--- src/rtl/gpio_irq_pkg.sv ---
package gpio_irq_pkg;
    localparam int NPINS  = 32;
    localparam int HALF   = NPINS / 2;
    localparam int DATA_W = 32;
    localparam int ADDR_W = 8;
    localparam int NCFG   = 5;

    localparam logic [ADDR_W-1:0] OFS_EN   = 8'h10;
    localparam logic [ADDR_W-1:0] OFS_MASK = 8'h18;
    localparam logic [ADDR_W-1:0] OFS_TYPE = 8'h20;
    localparam logic [ADDR_W-1:0] OFS_POL  = 8'h28;
    localparam logic [ADDR_W-1:0] OFS_BOTH = 8'h30;
    localparam logic [ADDR_W-1:0] OFS_STAT = 8'h50;
    localparam logic [ADDR_W-1:0] OFS_RAW  = 8'h58;
    localparam logic [ADDR_W-1:0] OFS_EOI  = 8'h60;
    localparam logic [ADDR_W-1:0] OFS_HI   = 8'h04;

    typedef enum int {
        CFG_EN   = 0,
        CFG_MASK = 1,
        CFG_TYPE = 2,
        CFG_POL  = 3,
        CFG_BOTH = 4
    } cfg_idx_e;

    function automatic logic [ADDR_W-1:0] cfg_base(input int idx);
        unique case (idx)
            CFG_EN:   return OFS_EN;
            CFG_MASK: return OFS_MASK;
            CFG_TYPE: return OFS_TYPE;
            CFG_POL:  return OFS_POL;
            default:  return OFS_BOTH;
        endcase
    endfunction
endpackage

--- src/rtl/gpio_irq_regs.sv ---
module gpio_irq_regs
    import gpio_irq_pkg::*;
(
    input  logic              clk,
    input  logic              rst_n,
    input  logic              wr_i,
    input  logic              rd_i,
    input  logic [ADDR_W-1:0] addr_i,
    input  logic [DATA_W-1:0] wdata_i,
    input  logic [NPINS-1:0]  stat_i,
    input  logic [NPINS-1:0]  raw_i,
    output logic [NPINS-1:0]  en_o,
    output logic [NPINS-1:0]  mask_o,
    output logic [NPINS-1:0]  kind_o,
    output logic [NPINS-1:0]  pol_o,
    output logic [NPINS-1:0]  both_o,
    output logic [NPINS-1:0]  eoi_o,
    output logic [DATA_W-1:0] rdata_o
);
    logic [NCFG-1:0][NPINS-1:0] cfg_w;
    logic [HALF-1:0] wen;
    logic [HALF-1:0] wval;
    logic [DATA_W-1:0] rsel;

    assign wen  = wdata_i[DATA_W-1:HALF];
    assign wval = wdata_i[HALF-1:0];

    for (genvar g = 0; g < NCFG; g++) begin : g_cfg
        localparam logic [ADDR_W-1:0] BASE = cfg_base(g);
        localparam logic [NPINS-1:0] RST = (g == CFG_MASK) ? '1 : '0;
        logic [NPINS-1:0] q;

        always_ff @(posedge clk or negedge rst_n) begin
            if (!rst_n) begin
                q <= RST;
            end else if (wr_i && addr_i == BASE) begin
                q[HALF-1:0] <= (q[HALF-1:0] & ~wen) | (wval & wen);
            end else if (wr_i && addr_i == (BASE + OFS_HI)) begin
                q[NPINS-1:HALF] <= (q[NPINS-1:HALF] & ~wen) | (wval & wen);
            end
        end
        assign cfg_w[g] = q;

        // a half-word write with no enable bits set leaves the register alone
        a_r2_no_enable_no_change: assert property (@(posedge clk) disable iff (!rst_n)
            (wr_i && (addr_i == BASE || addr_i == BASE + OFS_HI) && wen == '0) |=> $stable(q));
    end

    assign en_o   = cfg_w[CFG_EN];
    assign mask_o = cfg_w[CFG_MASK];
    assign kind_o = cfg_w[CFG_TYPE];
    assign pol_o  = cfg_w[CFG_POL];
    assign both_o = cfg_w[CFG_BOTH];

    always_comb begin
        eoi_o = '0;
        if (wr_i && addr_i == OFS_EOI)
            eoi_o[HALF-1:0] = wval & wen;
        else if (wr_i && addr_i == (OFS_EOI + OFS_HI))
            eoi_o[NPINS-1:HALF] = wval & wen;
    end

    always_comb begin
        rsel = '0;
        for (int g = 0; g < NCFG; g++) begin
            if (addr_i == cfg_base(g))
                rsel = {{(DATA_W-HALF){1'b0}}, cfg_w[g][HALF-1:0]};
            else if (addr_i == (cfg_base(g) + OFS_HI))
                rsel = {{(DATA_W-HALF){1'b0}}, cfg_w[g][NPINS-1:HALF]};
        end
        if (addr_i == OFS_STAT)
            rsel = stat_i;
        else if (addr_i == OFS_RAW)
            rsel = raw_i;
    end

    always_ff @(posedge clk or negedge rst_n) begin
        if (!rst_n)
            rdata_o <= '0;
        else if (rd_i)
            rdata_o <= rsel;
    end
endmodule

--- src/rtl/gpio_irq_detect.sv ---
module gpio_irq_detect
    import gpio_irq_pkg::*;
(
    input  logic             clk,
    input  logic             rst_n,
    input  logic [NPINS-1:0] pin_i,
    input  logic [NPINS-1:0] en_i,
    input  logic [NPINS-1:0] kind_i,
    input  logic [NPINS-1:0] pol_i,
    input  logic [NPINS-1:0] both_i,
    input  logic [NPINS-1:0] eoi_i,
    output logic [NPINS-1:0] raw_o
);
    logic [NPINS-1:0] prev_q;

    always_ff @(posedge clk or negedge rst_n) begin
        if (!rst_n)
            prev_q <= '0;
        else
            prev_q <= pin_i;
    end

    for (genvar p = 0; p < NPINS; p++) begin : g_pin
        logic rise, fall, hit, edge_mode, level_act, latch_q;

        assign rise      = pin_i[p] & ~prev_q[p];
        assign fall      = ~pin_i[p] & prev_q[p];
        assign hit       = both_i[p] ? (rise | fall) : (pol_i[p] ? rise : fall);
        assign edge_mode = kind_i[p] | both_i[p];
        assign level_act = pol_i[p] ? pin_i[p] : ~pin_i[p];

        always_ff @(posedge clk or negedge rst_n) begin
            if (!rst_n)
                latch_q <= 1'b0;
            else if (!en_i[p] || !edge_mode)
                latch_q <= 1'b0;
            else if (hit)
                latch_q <= 1'b1;
            else if (eoi_i[p])
                latch_q <= 1'b0;
        end

        assign raw_o[p] = en_i[p] & (edge_mode ? latch_q : level_act);

        // a fresh edge on an enabled edge pin is held even when cleared in the same cycle
        a_r7_edge_beats_eoi: assert property (@(posedge clk) disable iff (!rst_n)
            (en_i[p] && edge_mode && hit) |=> latch_q);
        // a clear with no new edge empties the latch
        a_r6_eoi_clears: assert property (@(posedge clk) disable iff (!rst_n)
            (eoi_i[p] && !hit) |=> !latch_q);
        // a disabled pin holds no event
        a_r10_disabled_empty: assert property (@(posedge clk) disable iff (!rst_n)
            !en_i[p] |=> !latch_q);
    end
endmodule

--- src/rtl/gpio_irq_ctrl.sv ---
module gpio_irq_ctrl
    import gpio_irq_pkg::*;
(
    input  logic              clk,
    input  logic              rst_n,
    input  logic              bus_wr,
    input  logic              bus_rd,
    input  logic [ADDR_W-1:0] bus_addr,
    input  logic [DATA_W-1:0] bus_wdata,
    output logic [DATA_W-1:0] bus_rdata,
    input  logic [NPINS-1:0]  pin_in,
    output logic              irq_out
);
    logic [NPINS-1:0] en, mask, kind, pol, both, eoi, raw, status;

    gpio_irq_regs u_regs (
        .clk     (clk),
        .rst_n   (rst_n),
        .wr_i    (bus_wr),
        .rd_i    (bus_rd),
        .addr_i  (bus_addr),
        .wdata_i (bus_wdata),
        .stat_i  (status),
        .raw_i   (raw),
        .en_o    (en),
        .mask_o  (mask),
        .kind_o  (kind),
        .pol_o   (pol),
        .both_o  (both),
        .eoi_o   (eoi),
        .rdata_o (bus_rdata)
    );

    gpio_irq_detect u_detect (
        .clk    (clk),
        .rst_n  (rst_n),
        .pin_i  (pin_in),
        .en_i   (en),
        .kind_i (kind),
        .pol_i  (pol),
        .both_i (both),
        .eoi_i  (eoi),
        .raw_o  (raw)
    );

    assign status = raw & ~mask;

    always_ff @(posedge clk or negedge rst_n) begin
        if (!rst_n)
            irq_out <= 1'b0;
        else
            irq_out <= |status;
    end

    // the combined request follows pending status one edge later
    a_r9_irq_rises: assert property (@(posedge clk) disable iff (!rst_n)
        (|status) |=> irq_out);
    a_r9_irq_falls: assert property (@(posedge clk) disable iff (!rst_n)
        !(|status) |=> !irq_out);
    // a fully masked bank never raises the request
    a_r8_all_masked_quiet: assert property (@(posedge clk) disable iff (!rst_n)
        (&mask) |=> !irq_out);
endmodule

--- config.mk ---
export PLATFORM = sky130hd
export DESIGN_NAME = gpio_irq_ctrl
export DESIGN_NICKNAME = d
export VERILOG_FILES = /design/src/rtl/gpio_irq_pkg.sv /design/src/rtl/gpio_irq_regs.sv /design/src/rtl/gpio_irq_detect.sv /design/src/rtl/gpio_irq_ctrl.sv
export SDC_FILE = /design/constraint.sdc
export NUM_CORES = 1
export LEC_CHECK = 0
export BUFFER_PORTS_ARGS = -buffer_cell sky130_fd_sc_hd__buf_4
export CAP_MARGIN = 20
export CORE_UTILIZATION = 24
export DETAILED_ROUTE_END_ITERATION = 10
export GPL_TIMING_DRIVEN = 1
export HOLD_SLACK_MARGIN = 0.1
export PLACE_DENSITY = 0.42
export SYNTH_ARGS = -nofsm -noshare
export SYNTH_HDL_FRONTEND = slang
export SYNTH_SLANG_ARGS = --single-unit
--- constraint.sdc ---
create_clock -name clk -period 3.7 [get_ports clk]
set_input_delay 0.555 -clock clk [delete_from_list [all_inputs] [get_ports clk]]
set_output_delay 0.555 -clock clk [all_outputs]
set_load 0.005 [all_outputs]
==> results of run 1 <==
## routing by layer
layer,vias to the layer above,GRT usage,part of all wire
met4,4,0.0633,0.031
li1,5755,-,-
met5,-,0,0.00047
met2,385,0.290,0.46
met1,6251,0.247,0.46
met3,96,0.0273,0.052
## worst max-delay path by stage
stage | start | slack, ns | end
6_report | bus_addr[3] | 0.98 | flop
2_1_floorplan | bus_addr[0] | 1.37 | flop
4_1_cts | bus_addr[3] | 1.08 | flop
3_5_place_dp | bus_addr[7] | 0.49 | flop
3_3_place_gp | bus_addr[3] | 0.50 | flop
5_1_grt | bus_addr[3] | 0.85 | flop
## synthesized netlist by cell type (18+ instances only)
cell / number / area [um^2]
nand2_1: 286 / 1070
dfrtp_1: 225 / 5630
mux2_2: 142 / 1600
o21ai_0: 102 / 510
inv_1: 87 / 327
a21oi_1: 72 / 360
nor2_1: 69 / 259
ha_1: 64 / 801
mux2i_1: 51 / 510
nand3_1: 50 / 250
clkbuf_1: 45 / 169
dfstp_2: 32 / 841
buf_2: 29 / 145
nor2b_1: 28 / 175
mux2_4: 20 / 300
o22ai_1: 18 / 113
xnor2_1: 18 / 158
## through the flow
step | power [mW] | std cells | util
floorplan | 3.34 | 1577 | -
global placement | 3.68 | 2488 | 0.272
detailed placement | 3.69 | 2488 | 0.272
CTS | 7.11 | 2552 | 0.290
global route | 7.29 | 2552 | 0.290
finish | 7.00 | 2554 | 0.290
## area by class of cell
cell class | count | share of cell area
multi-input combinational | 1140 | 0.439
timing repair buffer | 159 | 0.0692
inverter | 87 | 0.0179
clock inverter | 2 | 0.00137
sequential | 257 | 0.354
clock buffer | 61 | 0.0604
antenna | 2 | 0.000274
tap | 846 | 0.0579
## report_power, final
part,switching (mW),internal (mW)
sequential,0.0935,2.90
clock,1.34,2.02
combinational,0.392,0.251
## timing repair
| action | CTS | global route |
|---|---|---|
| setup buffers | 0 | 0 |
| hold buffers | 1 | 0 |
| endpoints found under the hold margin | 69 | 0 |
## cells by family (layout without fill, tap and decap cells)
kind of cell	Yosys count	after routing	synth area share
xor gates and xnor gates	32	32	0.0184
DFF	257	257	0.424
AOI/OAI and AO/OA	290	290	0.117
other	0	2	0
and+or+nand+nor	524	524	0.159
muxes	230	230	0.178
buffers and inverters	180	309	0.0503
adders and majority gates	64	64	0.0524
## layout by cell type, fill, tap and decap left out, drive strengths merged, types with 3 or more instances in the layout
cell and count:
a21oi 72, a221o 8, a22oi 10, a311oi 5
a31oi 6, and2 5, and3 5, buf 158
clkbuf 61, dfrtp 225, dfstp 32, ha 64
inv 88, mux2 168, mux2i 51, mux4 11
nand2 286, nand2b 11, nand3 50, nand3b 7
nand4 16, nand4b 9, nor2 78, nor2b 28
nor3 8, nor4 4, nor4b 4, o2111ai 3
o211ai 12, o21ai 103, o221ai 11, o22ai 18
o2bb2ai 3, o31ai 15, or4 3, or4b 3
xnor2 18, xor2 14
==> metrics.yaml, run 1 <==
grt:
  grt_pass1_wl_mm: 85.8
  gr-total-overflow: 0
  grt_max_degree: 86
  grt_usage: 0.181
  grt_pass1_vias: 12600
  antenna_found_initial: 3
die:
  dieArea_um2: 64700
  rows: 92
  die_w_um: 254
  start_util: 0.243
  die_h_um: 254
  io_pins: 109
  core_area_um2: 63000
setup_path:
  cp_num_cells: 6
  slowest_stage: "and3_1"
  r2r_end: "irq_out$_DFF_PN0_"
  worst_setup_path_start_kind: "primary input"
  critPathKind: "in -> reg"
  r2r_cells: 6
  worstPathRequired_ns: 4.11
  crit_family: "simple AND/OR/NAND/NOR gates"
  crit_path_end_kind: "flop"
  path_common_cell: "buf_4"
  critPathMaxFanout: 32
  path_cells: "buf_4, nor4b_1, and3_1, buf_4, nand2_1, mux2_2"
  max_stage_delay_ns: 0.75
  ff2ff_setup_slack_ns: 1.04
  cp.arrival_ns: 3.13
  path_buf_inv: 2
synth:
  syn_area_per_cell_um2: 9.69
  async_reset_ff_frac: 1.00
  synth_edf_count: 0
  yosysWarningCount: 0
  ys_ff_latch: 257
  syn_inst: 1577
  synth_cell_type_count: 72
  synth_fp_nets: 1717
  ys_seq_area_frac: 0.424
  syn-cell-area_um2: 15300
  synth_top_flop_cell: "dfrtp_1"
place:
  postPlaceCellArea_um2: 17100
  hpwl_mm: 41.0
  portBuffers: 108
  gp_congestion: 0.871
  dp_worst_setup_slack_ns: 0.489
drt:
  wl_per_cell_um: 22.7
  drc_errors: 0
  vias: 12500
  first_iter_violations: 1039
  ant_nets: 0
  routed_wl_mm: 57.9
  firstDrtPassIters: 5
  viasPerCell: 4.89
run:
  drv_cap: 0
timing:
  timing_hold_violations_final: 0
  fmax_mhz: 368
  finalSetupTns_ns: 0
  final-setup-viol-count: 0
  fin_crit_sh: 0.734
  final_max_slew_viol_count: 0
  rsz0062_at_grt: "false"
  fin_skew_ns: 0.0265
  finalCriticalPeriod_ns: 2.72
  setup_slack_ns: 0.984
  slew_headroom: 0.249
  whs_ns: 0.140
  worst_slew_pin_slew_ns: 1.12
clock_tree:
  clkTransAtPathRegs_ns: 0.06
  clock-root-buffer: "clkbuf_16"
  clock_latency_ns: 0.55
  clock-sinks: 257
  numCtsBuffers: 35
  cts_buffer_depth: 3
  h-tree-depth: 2
  cts_resized: 0
  cts_tree: "done"
finish:
  syn_to_final_growth_pct: 19.8
  fillers: 6626
  regArea_um2: 6470
  post_route_cells_drive_above_1_share: 0.251
  multi_input_area_um2: 8030
  final_area_um2: 18300
  nets: 1820
hold_path:
  worstHoldStart: "pin_in[26]"
  whs_path_depth: 1
  min_to: "u_detect.prev_q[26]$_DFF_PN0_"
  hp-class: "in -> reg"
pwr:
  power.density_nw_per_um2: 383
  peakVddDrop_v: 0.000229
  leakagePower_nw: 8.14
status:
  outcome: "completed"
Power figures use the tool's default switching activity.
==> run 2, diff against run 1 <==
Settings changed: PLACE_DENSITY 0.42 to 0.43.
Clock period 3.7 ns to 2.2 ns, I/O delays scaled along.
==> run 2 against run 1 <==
Hold slack lost 0.017 ns. Clock skew shrank 0.011 ns. Highest routed layer is now met4. Sequential cell count is the same. Sequential share of layout area shrank 1.8 points. Core utilization grew 1.6 points. Largest cell class unchanged. Non-clock buffer count grew 105. Critical path type unchanged. Count of clock-buffer cells in the layout shrank 10. Critical path depth grew 3. Power grew 69%.
==> metrics.yaml, run 2 (same netlist as run 1, synthesis figures left out) <==
status:
  outcome: "completed"
run:
  drv_cap: 0  # unchanged
finish:
  final_area_um2: 19300  # +5.4%
  post_route_cells_drive_above_1_share: 0.278  # +0.0267
  nets: 1924  # +5.7%
  fin_cells: 2655  # +4.0%
  final_common_cell: "nand2_1"
  mostFrequentLayoutCells: "nand2_1, dfrtp_1, buf_4"
  syn_to_final_growth_pct: 26.2
drt:
  firstDrtPassIters: 7  # +2
  vias: 12900  # +3.4%
  viasPerCell: 4.86  # -0.56%
  routed_wl_mm: 58.5  # +0.96%
  wl_per_cell_um: 22.0  # -2.9%
  drc_errors: 0  # unchanged
  ant_nets: 0  # unchanged
  first_iter_violations: 1164  # +12%
timing:
  final-setup-viol-count: 0  # unchanged
  fin_crit_sh: 0.988
  rsz0062_at_grt: "false"
  slew_headroom: 0.447  # +0.199
  final_max_slew_viol_count: 0  # unchanged
  finalCriticalPeriod_ns: 2.17
  whs_ns: 0.124  # -0.0165 ns
  timing_hold_violations_final: 0  # unchanged
  worst_slew_pin_slew_ns: 0.823  # -0.295 ns
  fmax_mhz: 460
  fin_skew_ns: 0.0155  # -0.0110 ns
grt:
  grt_usage: 0.182  # +0.000688
  grt_pass1_wl_mm: 86.6  # +0.91%
  gr-total-overflow: 0  # unchanged
  grt_pass1_vias: 12900  # +2.4%
  grt_max_degree: 68  # -21%
  antenna_found_initial: 1  # -2
place:
  postPlaceCellArea_um2: 17800  # +3.9%
  gp_congestion: 0.877  # +0.65%
  portBuffers: 108  # unchanged
  dp.cells: 2558  # +2.8%
  hpwl_mm: 42.0  # +2.4%
die:
  start_util: 0.243  # unchanged
  die_w_um: 254  # unchanged
  io_pins: 109  # unchanged
  dieArea_um2: 64700  # unchanged
  rows: 92  # unchanged
  core_area_um2: 63000  # unchanged
  die_h_um: 254  # unchanged
setup_path:
  crit_path_end_kind: "flop"
  worstPathRequired_ns: 2.58  # -1.53 ns
  cp.arrival_ns: 2.55  # -0.58 ns
  worst_setup_path_start_kind: "primary input"
  critPathKind: "in -> reg"
  critPathMaxFanout: 4  # -88%
clock_tree:
  numCtsBuffers: 34  # -2.9%
  post_cts_buffers: 0  # unchanged
  h-tree-depth: 2  # unchanged
  cts_tree: "done"
  clkTransAtPathRegs_ns: 0.06  # about the same
  clock-sinks: 257  # unchanged
  clock-root-buffer: "clkbuf_16"
  clock_latency_ns: 0.55  # about the same
  cts_buffer_depth: 3  # unchanged
pwr:
  leakagePower_nw: 8.67  # +6.6%
  p_sw_mw: 3.10  # +70%
  power.density_nw_per_um2: 613  # +60%
  peakVddDrop_v: 0.000382  # +67%
  switching_share: 0.263  # +0.00125
  share_comb_of_total_power: 0.103  # +0.011
  finalPower_mw: 11.8  # +69%
  clkPwrFrac: 0.472  # -0.009
  p_int_mw: 8.71  # +69%
  seq_power_share: 0.425  # -0.002
hold_path:
  hp-class: "in -> reg"
-- run 2: cell types whose count changed in the layout (fill, tap and decap cells not counted), sizes merged --
cell	change
buf	+70
dlygate4sd3	+35
clkbuf	-10
clkinv	+4
bufinv	+1
clkinvlp	+1
diode	-1
inv	+1
-- run 2: cell type report --
cell class / instances / area [um^2]
inverter: 87 / 327
clock buffer: 51 / 1020
clock inverter: 9 / 80.1
fill: 6598 / 43700
multi-input combinational: 1140 / 8040
sequential: 257 / 6470
antenna: 1 / 2.50
timing repair buffer: 264 / 2280
tap: 846 / 1060
-- run 2: final timing paths --
kind	from	to	slack, ns	cells past startpoint
min in group asynchronous	rst_n	u_detect.prev_q[10]$_DFF_PN0_	0.23	2
max reg2reg	flop	irq_out$_DFF_PN0_	0.04	7
min reg2reg	u_regs.rdata_o[24]$_DFFE_PN0P_	u_regs.rdata_o[24]$_DFFE_PN0P_	0.52	2
min	bus_wdata[3]	flop	0.12	2
max	pin_in[26]	irq_out$_DFF_PN0_	0.03	9
max in group asynchronous	rst_n	async pin	1.22	3
-- run 2: critical path, stage by stage --
cell and delay (ns):
dlygate4sd3_1 0.54, buf_4 0.15, xnor2_1 0.17, nand4b_1 0.19, o21ai_0 0.19, or3_1 0.43
nor4_1 0.29, buf_4 0.17, nand4_1 0.09
-- run 2: stage by stage --
step                      utilization  worst slack, ns  TNS, ns
after floorplan                     -           0.0978        0
after global placement          0.283          -0.0726    -1.06
after detailed placement        0.283          -0.0924    -1.61
after CTS                       0.306           0.0429        0
after global routing            0.306          0.00360        0
final                           0.306           0.0272        0
-- run 2: what timing repair did --
item	4_1_cts	5_1_grt
setup endpoints to repair	0	1
gates resized for setup	0	2
hold endpoints to repair	265	0
hold buffers	36	0
-- run 2: per-layer routing --
metal	share of wire	track usage
met1	0.46	0.247
met2	0.46	0.294
met3	0.051	0.0297
met4	0.031	0.0597
met5	0	0
-- run 2: power by group through the flow --
stage / clock network [mW] / registers [mW] / logic [mW]
4_1_cts: 5.73 / 5.03 / 1.23
3_5_place_dp: 0 / 5.11 / 1.17
6_report: 5.57 / 5.02 / 1.22
2_1_floorplan: 0 / 5.05 / 0.570
3_3_place_gp: 0 / 5.10 / 1.16
5_1_grt: 5.92 / 5.04 / 1.34
